File: config.mk
export PLATFORM = sky130hd
export DESIGN_NAME = subred_unit
export DESIGN_NICKNAME = d
export VERILOG_FILES = /design/src/rtl/subred_pkg.sv /design/src/rtl/subred_alu.sv /design/src/rtl/subred_tree.sv /design/src/rtl/subred_ctrl.sv /design/src/rtl/subred_unit.sv
export SDC_FILE = /design/constraint.sdc
export NUM_CORES = 2
export LEC_CHECK = 0
export ABC_AREA = 1
export BUFFER_PORTS_ARGS = -buffer_cell sky130_fd_sc_hd__buf_4
export CORE_MARGIN = 3
export CORE_UTILIZATION = 60
export CTS_BUF_LIST = sky130_fd_sc_hd__clkbuf_2 sky130_fd_sc_hd__clkbuf_4 sky130_fd_sc_hd__clkbuf_8
export CTS_CLUSTER_DIAMETER = 200
export DETAILED_ROUTE_END_ITERATION = 12
export GPL_TIMING_DRIVEN = 0
export MAX_ROUTING_LAYER = met4
export PLACE_DENSITY = 0.83
export SETUP_SLACK_MARGIN = 0.4
export SYNTH_ARGS = -nofsm -noshare
export SYNTH_HDL_FRONTEND = slang
export SYNTH_SLANG_ARGS = --single-unit
File: constraint.sdc
create_clock -name clk -period 6.9 [get_ports clk]
set_input_delay 1.035 -clock clk [delete_from_list [all_inputs] [get_ports clk]]
set_output_delay 1.035 -clock clk [all_outputs]
set_load 0.03 [all_outputs]
File: src/rtl/subred_pkg.sv
package subred_pkg;
   localparam logic [2:0] OP_ADD = 3'd0;
   localparam logic [2:0] OP_AND = 3'd1;
   localparam logic [2:0] OP_OR  = 3'd2;
   localparam logic [2:0] OP_XOR = 3'd3;
   localparam logic [2:0] OP_MIN = 3'd4;
   localparam logic [2:0] OP_MAX = 3'd5;
   localparam int LANES = 4;
endpackage

File: src/rtl/subred_alu.sv
module subred_alu #(
   parameter int DW = 64
) (
   input  logic [2:0]    op,
   input  logic [DW-1:0] a,
   input  logic [DW-1:0] b,
   output logic [DW-1:0] y
);
   import subred_pkg::*;
   generate
      if (DW < 2) begin : g_bad_dw
         $error("subred_alu: DW must be at least 2");
      end
   endgenerate

   always_comb begin
      case (op)
         OP_ADD:  y = a + b;
         OP_AND:  y = a & b;
         OP_OR:   y = a | b;
         OP_XOR:  y = a ^ b;
         OP_MIN:  y = ($signed(a) < $signed(b)) ? a : b;
         OP_MAX:  y = ($signed(a) < $signed(b)) ? b : a;
         default: y = a;
      endcase
   end
endmodule

File: src/rtl/subred_tree.sv
module subred_tree #(
   parameter int DW = 64
) (
   input  logic [subred_pkg::LANES*DW-1:0] lanes,
   input  logic [2:0]                      nsub,
   input  logic [2:0]                      op,
   output logic [DW-1:0]                   res
);
   import subred_pkg::*;
   localparam int PAIRS = LANES / 2;

   generate
      if (LANES != 4) begin : g_bad_lanes
         $error("subred_tree: tree is built for four lanes");
      end
   endgenerate

   logic [DW-1:0] elem [LANES];
   logic [DW-1:0] pair [PAIRS];
   logic [DW-1:0] right_in;
   logic [DW-1:0] top_out;

   // level 1: adjacent element pairs
   for (genvar k = 0; k < LANES; k++) begin : g_unpack
      assign elem[k] = lanes[k*DW +: DW];
   end
   for (genvar j = 0; j < PAIRS; j++) begin : g_lvl1
      subred_alu #(.DW(DW)) i_alu (
         .op(op), .a(elem[2*j]), .b(elem[2*j+1]), .y(pair[j])
      );
   end

   // level 2: a 3-group passes its lone third element straight up
   assign right_in = (nsub == 3'd4) ? pair[1] : elem[2];

   subred_alu #(.DW(DW)) i_alu_top (
      .op(op), .a(pair[0]), .b(right_in), .y(top_out)
   );

   always_comb begin
      case (nsub)
         3'd0, 3'd1: res = elem[0];
         3'd2:       res = pair[0];
         default:    res = top_out;
      endcase
   end
endmodule

File: src/rtl/subred_ctrl.sv
module subred_ctrl #(
   parameter int MAX_VL = 64,
   parameter int AW     = 8,
   localparam int VLW   = $clog2(MAX_VL + 1),
   localparam int GW    = (MAX_VL > 1) ? $clog2(MAX_VL) : 1,
   localparam int TW    = $clog2(MAX_VL * subred_pkg::LANES + 1)
) (
   input  logic              clk,
   input  logic              rst_n,
   input  logic              start,
   input  logic              red_mode,
   input  logic [1:0]        sub_len,
   input  logic [2:0]        op_sel,
   input  logic [VLW-1:0]    vec_len,
   input  logic [MAX_VL-1:0] pmask,
   input  logic [AW-1:0]     src_base,
   input  logic [AW-1:0]     dst_base,
   output logic              busy,
   output logic              done,
   output logic              red_q,
   output logic [2:0]        nsub_q,
   output logic [2:0]        op_q,
   output logic [AW-1:0]     rp_q,
   output logic [AW-1:0]     wp_q,
   output logic              wr_en
);
   generate
      if (MAX_VL < 1 || AW < 2) begin : g_bad_cfg
         $error("subred_ctrl: MAX_VL >= 1 and AW >= 2 required");
      end
   endgenerate

   logic              busy_q, done_q;
   logic [MAX_VL-1:0] pred_q;
   logic [TW-1:0]     total_q, idx_q;
   logic [GW-1:0]     grp_q;
   logic [2:0]        sub_q;
   logic [VLW-1:0]    vl_eff;
   logic              red_n;
   logic [2:0]        nsub_n;
   logic [TW-1:0]     total_n;
   logic              last;

   always_comb begin
      vl_eff  = (vec_len > VLW'(MAX_VL)) ? VLW'(MAX_VL) : vec_len;
      red_n   = red_mode && (sub_len != 2'd0);
      nsub_n  = {1'b0, sub_len} + 3'd1;
      total_n = red_n ? TW'(vl_eff) : TW'(vl_eff) * TW'(nsub_n);
   end

   assign last = (idx_q == total_q - TW'(1));

   always_ff @(posedge clk) begin
      if (!rst_n) begin
         busy_q  <= 1'b0;
         done_q  <= 1'b0;
         red_q   <= 1'b0;
         nsub_q  <= 3'd1;
         op_q    <= 3'd0;
         pred_q  <= '0;
         total_q <= '0;
         idx_q   <= '0;
         grp_q   <= '0;
         sub_q   <= '0;
         rp_q    <= '0;
         wp_q    <= '0;
      end else begin
         done_q <= 1'b0;
         if (!busy_q) begin
            if (start) begin
               red_q   <= red_n;
               nsub_q  <= nsub_n;
               op_q    <= op_sel;
               pred_q  <= pmask;
               total_q <= total_n;
               idx_q   <= '0;
               grp_q   <= '0;
               sub_q   <= '0;
               rp_q    <= src_base;
               wp_q    <= dst_base;
               if (total_n == '0) done_q <= 1'b1;
               else               busy_q <= 1'b1;
            end
         end else begin
            idx_q <= idx_q + TW'(1);
            wp_q  <= wp_q + AW'(1);
            rp_q  <= rp_q + (red_q ? AW'(nsub_q) : AW'(1));
            if (red_q || sub_q == nsub_q - 3'd1) begin
               grp_q <= grp_q + GW'(1);
               sub_q <= '0;
            end else begin
               sub_q <= sub_q + 3'd1;
            end
            if (last) begin
               busy_q <= 1'b0;
               done_q <= 1'b1;
            end
         end
      end
   end

   assign busy  = busy_q;
   assign done  = done_q;
   assign wr_en = busy_q && pred_q[grp_q];


   done_pulse_chk: assert property (@(posedge clk) disable iff (!rst_n)
      done_q && !start |=> !done_q);

   end_done_chk: assert property (@(posedge clk) disable iff (!rst_n)
      $fell(busy_q) |-> done_q);

   cfg_hold_chk: assert property (@(posedge clk) disable iff (!rst_n)
      busy_q && start |=> $stable(op_q) && $stable(pred_q) && $stable(red_q));

   wp_step_chk: assert property (@(posedge clk) disable iff (!rst_n)
      busy_q && $past(busy_q) |-> wp_q == $past(wp_q) + AW'(1));
endmodule

File: src/rtl/subred_unit.sv
module subred_unit #(
   parameter int DW     = 64,
   parameter int MAX_VL = 64,
   parameter int AW     = 8,
   localparam int VLW   = $clog2(MAX_VL + 1),
   localparam int RDW   = subred_pkg::LANES * DW
) (
   input  logic              clk,
   input  logic              rst_n,
   input  logic              start,
   input  logic              red_mode,
   input  logic [1:0]        sub_len,
   input  logic [2:0]        op_sel,
   input  logic [VLW-1:0]    vec_len,
   input  logic [MAX_VL-1:0] pmask,
   input  logic [AW-1:0]     src_base,
   input  logic [AW-1:0]     dst_base,
   output logic              busy,
   output logic              done,
   output logic [AW-1:0]     rd_addr,
   input  logic [RDW-1:0]    rd_data,
   output logic              wr_en,
   output logic [AW-1:0]     wr_addr,
   output logic [DW-1:0]     wr_data
);
   logic          red_q;
   logic [2:0]    nsub_q, op_q;
   logic [AW-1:0] rp_q, wp_q;
   logic [DW-1:0] fold;

   subred_ctrl #(.MAX_VL(MAX_VL), .AW(AW)) i_ctrl (
      .clk(clk), .rst_n(rst_n), .start(start), .red_mode(red_mode),
      .sub_len(sub_len), .op_sel(op_sel), .vec_len(vec_len), .pmask(pmask),
      .src_base(src_base), .dst_base(dst_base), .busy(busy), .done(done),
      .red_q(red_q), .nsub_q(nsub_q), .op_q(op_q), .rp_q(rp_q), .wp_q(wp_q),
      .wr_en(wr_en)
   );

   subred_tree #(.DW(DW)) i_tree (
      .lanes(rd_data), .nsub(nsub_q), .op(op_q), .res(fold)
   );

   assign rd_addr = rp_q;
   assign wr_addr = wp_q;
   assign wr_data = red_q ? fold : rd_data[DW-1:0];


   wr_busy_chk: assert property (@(posedge clk) disable iff (!rst_n)
      wr_en |-> busy);
endmodule

==> key figures, run 1 <==
Global routing
  • GR Util All Layers: 91.0%
  • Pin count of the biggest net entering global routing: 17
  • Total grt overflow: 1,245

Clocking
  • CTS root buf: clkbuf_8
  • Clock Sink Count: 116
  • Clock Tree Buf Depth: 2
  • TritonCTS Buffers: 17
  • CTS Hold Buffers Added: 0
  • CTS H-tree depth: 4

Yosys
  • Yosys warning count: 0
  • Post-synthesis xor/xnor area fraction: 0.654%
  • Top-area cell type share of the netlist area: 17.6%
  • Post-Synth Simple-Gate Area: 38.6%
  • Leading area contributor after synthesis: nand2_1
  • Post-synthesis sequential area ratio: roughly 5.4%
  • Largest cells by area after synthesis: nand2_1 18%, ha_1 17%, inv_1 11%
  • Mux contribution to synthesized area: 0%
  • Synthesized area: 42,900 um^2
  • Post-Syn Nets: 8,858
  • Adder-cell share of the synthesized area: 17.9%
  • Seq cells post-synth: 116
  • Post-synth EDFFs: 0
  • Synth Area in Compound Gates: between 20% and 30%
  • Async SR Flop Fraction: 0%
  • Netlist cell types: 64
  • Main combinational cell family by area after synthesis: simple AND/OR/NAND/NOR gates
  • Synth Flop Type: dfxtp_1
  • Syn Area/Cell: between 5 and 6 um^2
  • Mapped Cells: between 7,000 and 8,000

Placed design
  • Port Buffer Count: 434
  • RePlAce Congestion: 1.37
  • Place WS: -2.10 ns
  • Dpl hpwl: 191,000 um

Floorplan
  • Die X: roughly 270 um
  • FP Rows: 97
  • Ports: between 400 and 500
  • Initial Utilization: between 60% and 70%
  • Chip Height: 273 um

Run status
  • Stop Error: [ERROR GRT-0232] Routing congestion too high. Check the congestion heatmap in the GUI.
  • Status: stopped before the end
  • Failed at: 5_1_grt

Timing
  • Critical endpoint after global-route timing repair: wr_data[13]
  • Worst-path end type: output port
[metal layers]
| metal | track usage, % | overflow |
|---|---|---|
| met1 | 88.8 | 214 |
| met2 | 99.0 | 574 |
| met3 | 85.3 | 166 |
| met4 | 89.3 | 291 |
| met5 | - | - |
[synthesized netlist by cell type (15+ instances only)]
cell type  number
o21ai_0       428
buf_1          45
nand3b_1       40
a211oi_1       60
a22o_1         49
o2111ai_1      31
a31oi_1        36
nand4_1        81
nand2_1      2011
o21bai_1       48
buf_2          59
clkbuf_1      183
dfxtp_1       116
o22ai_1        69
a21oi_1       610
nor3_1         65
ha_1          598
nand3_2        25
xor2_1         21
nand3_1       736
o221ai_1       70
inv_1        1277
nor4_1         23
a221oi_1       33
or2_2          18
nor2_1        815
o21a_1         29
a22oi_1        32
buf_4          15
o211ai_1       67
nand2_2        37
inv_2          18
[timing repair]
action                                  in CTS
cloned                                      12
pin swaps                                  161
gates resized for setup                    807
endpoints found under the setup margin      64
setup buffers                              201
[logic make-up after synthesis]
| group | Yosys count |
|---|---|
| adders and majority gates | 608 |
| buffers and inverters | 1616 |
| and+or+nand+nor | 3899 |
| xor gates and xnor gates | 32 |
| DFF | 116 |
| AOI/OAI and AO/OA | 1627 |
[stage by stage]
| stage | TNS [ns] | cells | hold WS [ns] | cell area (um^2) |
|---|---|---|---|---|
| floorplan | 0 | 7898 | 0.448 | 43600 |
| global placement | -117.97 | 9272 | 0.461 | 48000 |
| detailed placement | -123.91 | 9272 | 0.465 | 48000 |
| CTS | -40.73 | 9517 | 0.484 | 53300 |
==> inputs of run 2 (changes only) <==
--- a/config.mk
+++ b/config.mk
@@ -8,14 +8,10 @@
 export ABC_AREA = 1
 export BUFFER_PORTS_ARGS = -buffer_cell sky130_fd_sc_hd__buf_4
 export CORE_MARGIN = 3
-export CORE_UTILIZATION = 60
-export CTS_BUF_LIST = sky130_fd_sc_hd__clkbuf_2 sky130_fd_sc_hd__clkbuf_4 sky130_fd_sc_hd__clkbuf_8
-export CTS_CLUSTER_DIAMETER = 200
+export CORE_UTILIZATION = 40
 export DETAILED_ROUTE_END_ITERATION = 12
 export GPL_TIMING_DRIVEN = 0
-export MAX_ROUTING_LAYER = met4
-export PLACE_DENSITY = 0.83
-export SETUP_SLACK_MARGIN = 0.4
+export PLACE_DENSITY_LB_ADDON = 0.15
 export SYNTH_ARGS = -nofsm -noshare
 export SYNTH_HDL_FRONTEND = slang
 export SYNTH_SLANG_ARGS = --single-unit
==> run 2 against run 1 <==
Effect of this change:
- the flow now finishes, with violations (max-capacitance violations, max-slew violations, negative setup slack)
- synthesized area stayed put
- synthesized cell count stayed put
==> key figures, run 2 <==
Run status
  • Status: complete, but fails checks
  • Failing checks: max-capacitance violations, max-slew violations, negative setup slack

Clocking
  • Clock Tree Buf Depth: 2 (unchanged)
  • Clock latency on the worst-skew pair: between 0.4 and 0.5 ns
  • CTS H-tree depth: 4 (unchanged)
  • Clock Sink Count: 116 (unchanged)
  • Clk slew on worst S/H paths: 0.05 ns
  • TritonCTS Buffers: 17 (unchanged)
  • CTS root buf: clkbuf_16
  • CTS tree: done

Critical path
  • CP arrival: around 7.0 ns
  • Crit path max-delay cell type: clkdlybuf4s15_1
  • CP bufs+invs: 9
  • Delay-heaviest family, CP: simple AND/OR/NAND/NOR gates
  • Crit path largest cell delay: 1.00 ns
  • CP Max Fanout: 10
  • Crit path capture type: output port
  • Most used cell, CP: nand2_2
  • CP Class: flip-flop to output port
  • CP startpoint kind: flip-flop
  • Worst EP required: 5.86 ns

Global routing
  • GR Util All Layers: 49.7%
  • Initial antenna violation count: 12
  • First-pass GRT wire length: 402,000 um
  • Vias in the first global route: 56,440
  • Pin count of the biggest net entering global routing: 17
  • Total grt overflow: 0

Cells and area
  • Top reg by flops: i_ctrl.pred_q
  • Fillers: 10,982
  • Commonest non-fill, non-tap cell in the layout: nand2_1
  • Fin nets: 9,627
  • Largest regs: i_ctrl.pred_q (64), i_ctrl.idx_q (9), i_ctrl.total_q (9)
  • Largest register FFs: 64
  • Share of layout cells above drive strength 1: 22.9%
  • Fin cells: 10,079
  • Area Growth Syn to Fin: 34.8%
  • Most frequent cells in the layout: 1,824 x nand2_1, 1,137 x inv_1, 726 x nor2_1

Route
  • Drc violations: 0
  • Avg WL per Cell: 29.5 um
  • Vias: around 63,000
  • Initial DRT Pass Iterations: 8
  • Drt via density: 6.25
  • Antenna Nets Post-Route: 0
  • First DRT Iteration DRCs: 10,464
  • WL final: 297,000 um

Min path
  • Worst hold path class: flip-flop to flip-flop

Timing
  • Final setup fails: 64
  • Final hold violation count: 0
  • Final Slew Violations: 59
  • TNS Setup: -66.19 ns
  • Worst-Margin Slew: approximately 1.7 ns
  • Min cycle time layout: 8.07 ns
  • Hold WS: 0.479 ns
  • Fmax: 124 MHz
  • Fin crit share: 117%
  • Setup WS post-layout: -1.17 ns
  • Max_slew headroom: -14.3%
  • Layout Skew: 0.00833 ns
  • RSZ-0062 raised after global routing: yes

Yosys
  • Syn Area/Cell: 5.43 um^2 (unchanged)
  • Synth cell count leaders: 2,011 x nand2_1, 1,277 x inv_1, 815 x nor2_1, 736 x nand3_1, 610 x a21oi_1
  • Yosys warning count: 0 (unchanged)
  • Netlist cell types: 64 (unchanged)
  • Top-area cell type share of the netlist area: 17.6% (unchanged)
  • Mux contribution to synthesized area: 0% (unchanged)
  • Post-Synth Simple-Gate Area: 38.6% (unchanged)
  • Async SR Flop Fraction: 0% (unchanged)
  • Post-synth EDFFs: 0 (unchanged)
  • Mapped Cells: 7,898 (unchanged)
  • Largest cells by area after synthesis: nand2_1 18%, ha_1 17%, inv_1 11%
  • Post-synthesis sequential area ratio: 5.42% (unchanged)
  • Post-synthesis xor/xnor area fraction: 0.654% (unchanged)
  • Seq cells post-synth: 116 (unchanged)
  • Synth Flop Type: dfxtp_1
  • Synth Area in Compound Gates: 22.7% (unchanged)
  • Synthesized area: 42,900 um^2 (unchanged)
  • Adder-cell share of the synthesized area: 17.9% (unchanged)
  • Leading area contributor after synthesis: nand2_1
  • Main combinational cell family by area after synthesis: simple AND/OR/NAND/NOR gates
  • Post-Syn Nets: 8,858 (unchanged)
  • Count leader, synth: nand2_1

Placed design
  • Dpl hpwl: 239,000 um (+25%)
  • Port Buffer Count: 434 (unchanged)
  • RePlAce Congestion: 1.15 (-16%)
  • Placed insts: 9,724 (+4.9%)

Floorplan
  • Initial Utilization: 40.5% (-20 points)
  • Core Footprint: 106,000 um^2
  • FP Rows: 119 (+23%)
  • Ports: 435 (unchanged)
  • Die ar.: 111,000 um^2
  • Chip Height: 333 um (+22%)
  • Die X: 333 um (+22%)

Pwr
  • Pwr dens: 170 nW/um^2
  • Leak: 27.8 nW
  • IR drop worst, VDD: 0.313 mV

Run
  • Maxcap violations: 5
[run 2: cell counts after synthesis]
No cell type changed its count.
[run 2: path summary, 6_finish.rpt]
path	slack [ns]	from	cells past startpoint	end
worst max-delay path	-1.17	i_ctrl.op_q[0]$_SDFFE_PN0P_	29	wr_data[6]
worst min-delay path	0.48	i_ctrl.pred_q[30]$_SDFFE_PN0P_	2	i_ctrl.pred_q[30]$_SDFFE_PN0P_
worst max register to register	2.97	i_ctrl.red_q$_SDFFE_PN0P_	11	i_ctrl.rp_q[6]$_SDFFE_PN0P_
worst min register to register	0.48	i_ctrl.pred_q[30]$_SDFFE_PN0P_	2	i_ctrl.pred_q[30]$_SDFFE_PN0P_
[run 2: per-stage QoR]
| stage | worst slack, ns | cell area (um^2) | total power, W | utilization [%] |
|---|---|---|---|---|
| finish | -1.17 | 57800 | 0.00984 | 54.6 |
| global route | -1.08 | 57800 | 0.0101 | 54.6 |
| CTS | -0.880 | 54100 | 0.00865 | 51.1 |
| detailed placement | -3.53 | 47900 | 0.00678 | 45.2 |
| global placement | -3.39 | 47900 | 0.00676 | 45.2 |
| floorplan | 0.0436 | 42900 | 0.00431 | - |
[run 2: timing repair]
| action | in CTS | in global routing |
|---|---|---|
| endpoints found under the setup margin | 64 | 64 |
| hold buffers | 0 | 0 |
| pin swaps | 144 | 218 |
| buffers inserted | 172 | 154 |
| resized for setup | 1008 | 631 |
| gates cloned | 11 | 5 |
[run 2: layout make-up]
type / count / area (um^2) / share of cell area (%)
multi-input cells: 6167 / 39600 / 68.6
repair buffers: 776 / 6400 / 11.1
inverters: 1300 / 5140 / 8.89
flip-flops and latches: 116 / 2320 / 4.02
plain buffers: 289 / 1950 / 3.38
well taps: 1391 / 1740 / 3.01
clock buffers: 19 / 443 / 0.767
clock inverters: 12 / 155 / 0.269
diodes: 9 / 22.5 / 0.0390
[run 2: logic make-up after synthesis]
logic type	Yosys count
AOI/OAI and AO/OA	1627
xor gates and xnor gates	32
adders and majority gates	608
buffers and inverters	1616
DFF	116
and+or+nand+nor	3899
[run 2: report_power, final]
part	total, W	internal (W)	switching, W
sequential	0.000742	0.000711	0.0000306
combinational	0.00818	0.00268	0.00550
clock	0.000916	0.000576	0.000340
total	0.00984	0.00397	0.00587
[run 2: metal layers]
metal	part of all wire [%]	GRT usage [%]	routed length, um	vias up
li1	-	-	-	27449
met1	37	62.8	110000	29290
met2	38	69.2	114000	5133
met3	16	18.5	46200	1112
met4	8.9	35.0	26500	8
met5	0.039	0	115	-
[run 2: worst reg2reg max path, cell delays in order, from the launching register on]
cell      delay, ns
dfxtp_1        0.30
clkbuf_1       0.58
clkbuf_1       0.48
clkbuf_1       0.88
nand2_1        0.25
fa_1           0.46
nor2_1         0.17
o21ai_0        0.14
inv_1          0.13
a31oi_1        0.08
a221oi_1       0.27
nor2_1         0.06
(Power assumes the default switching activity.)
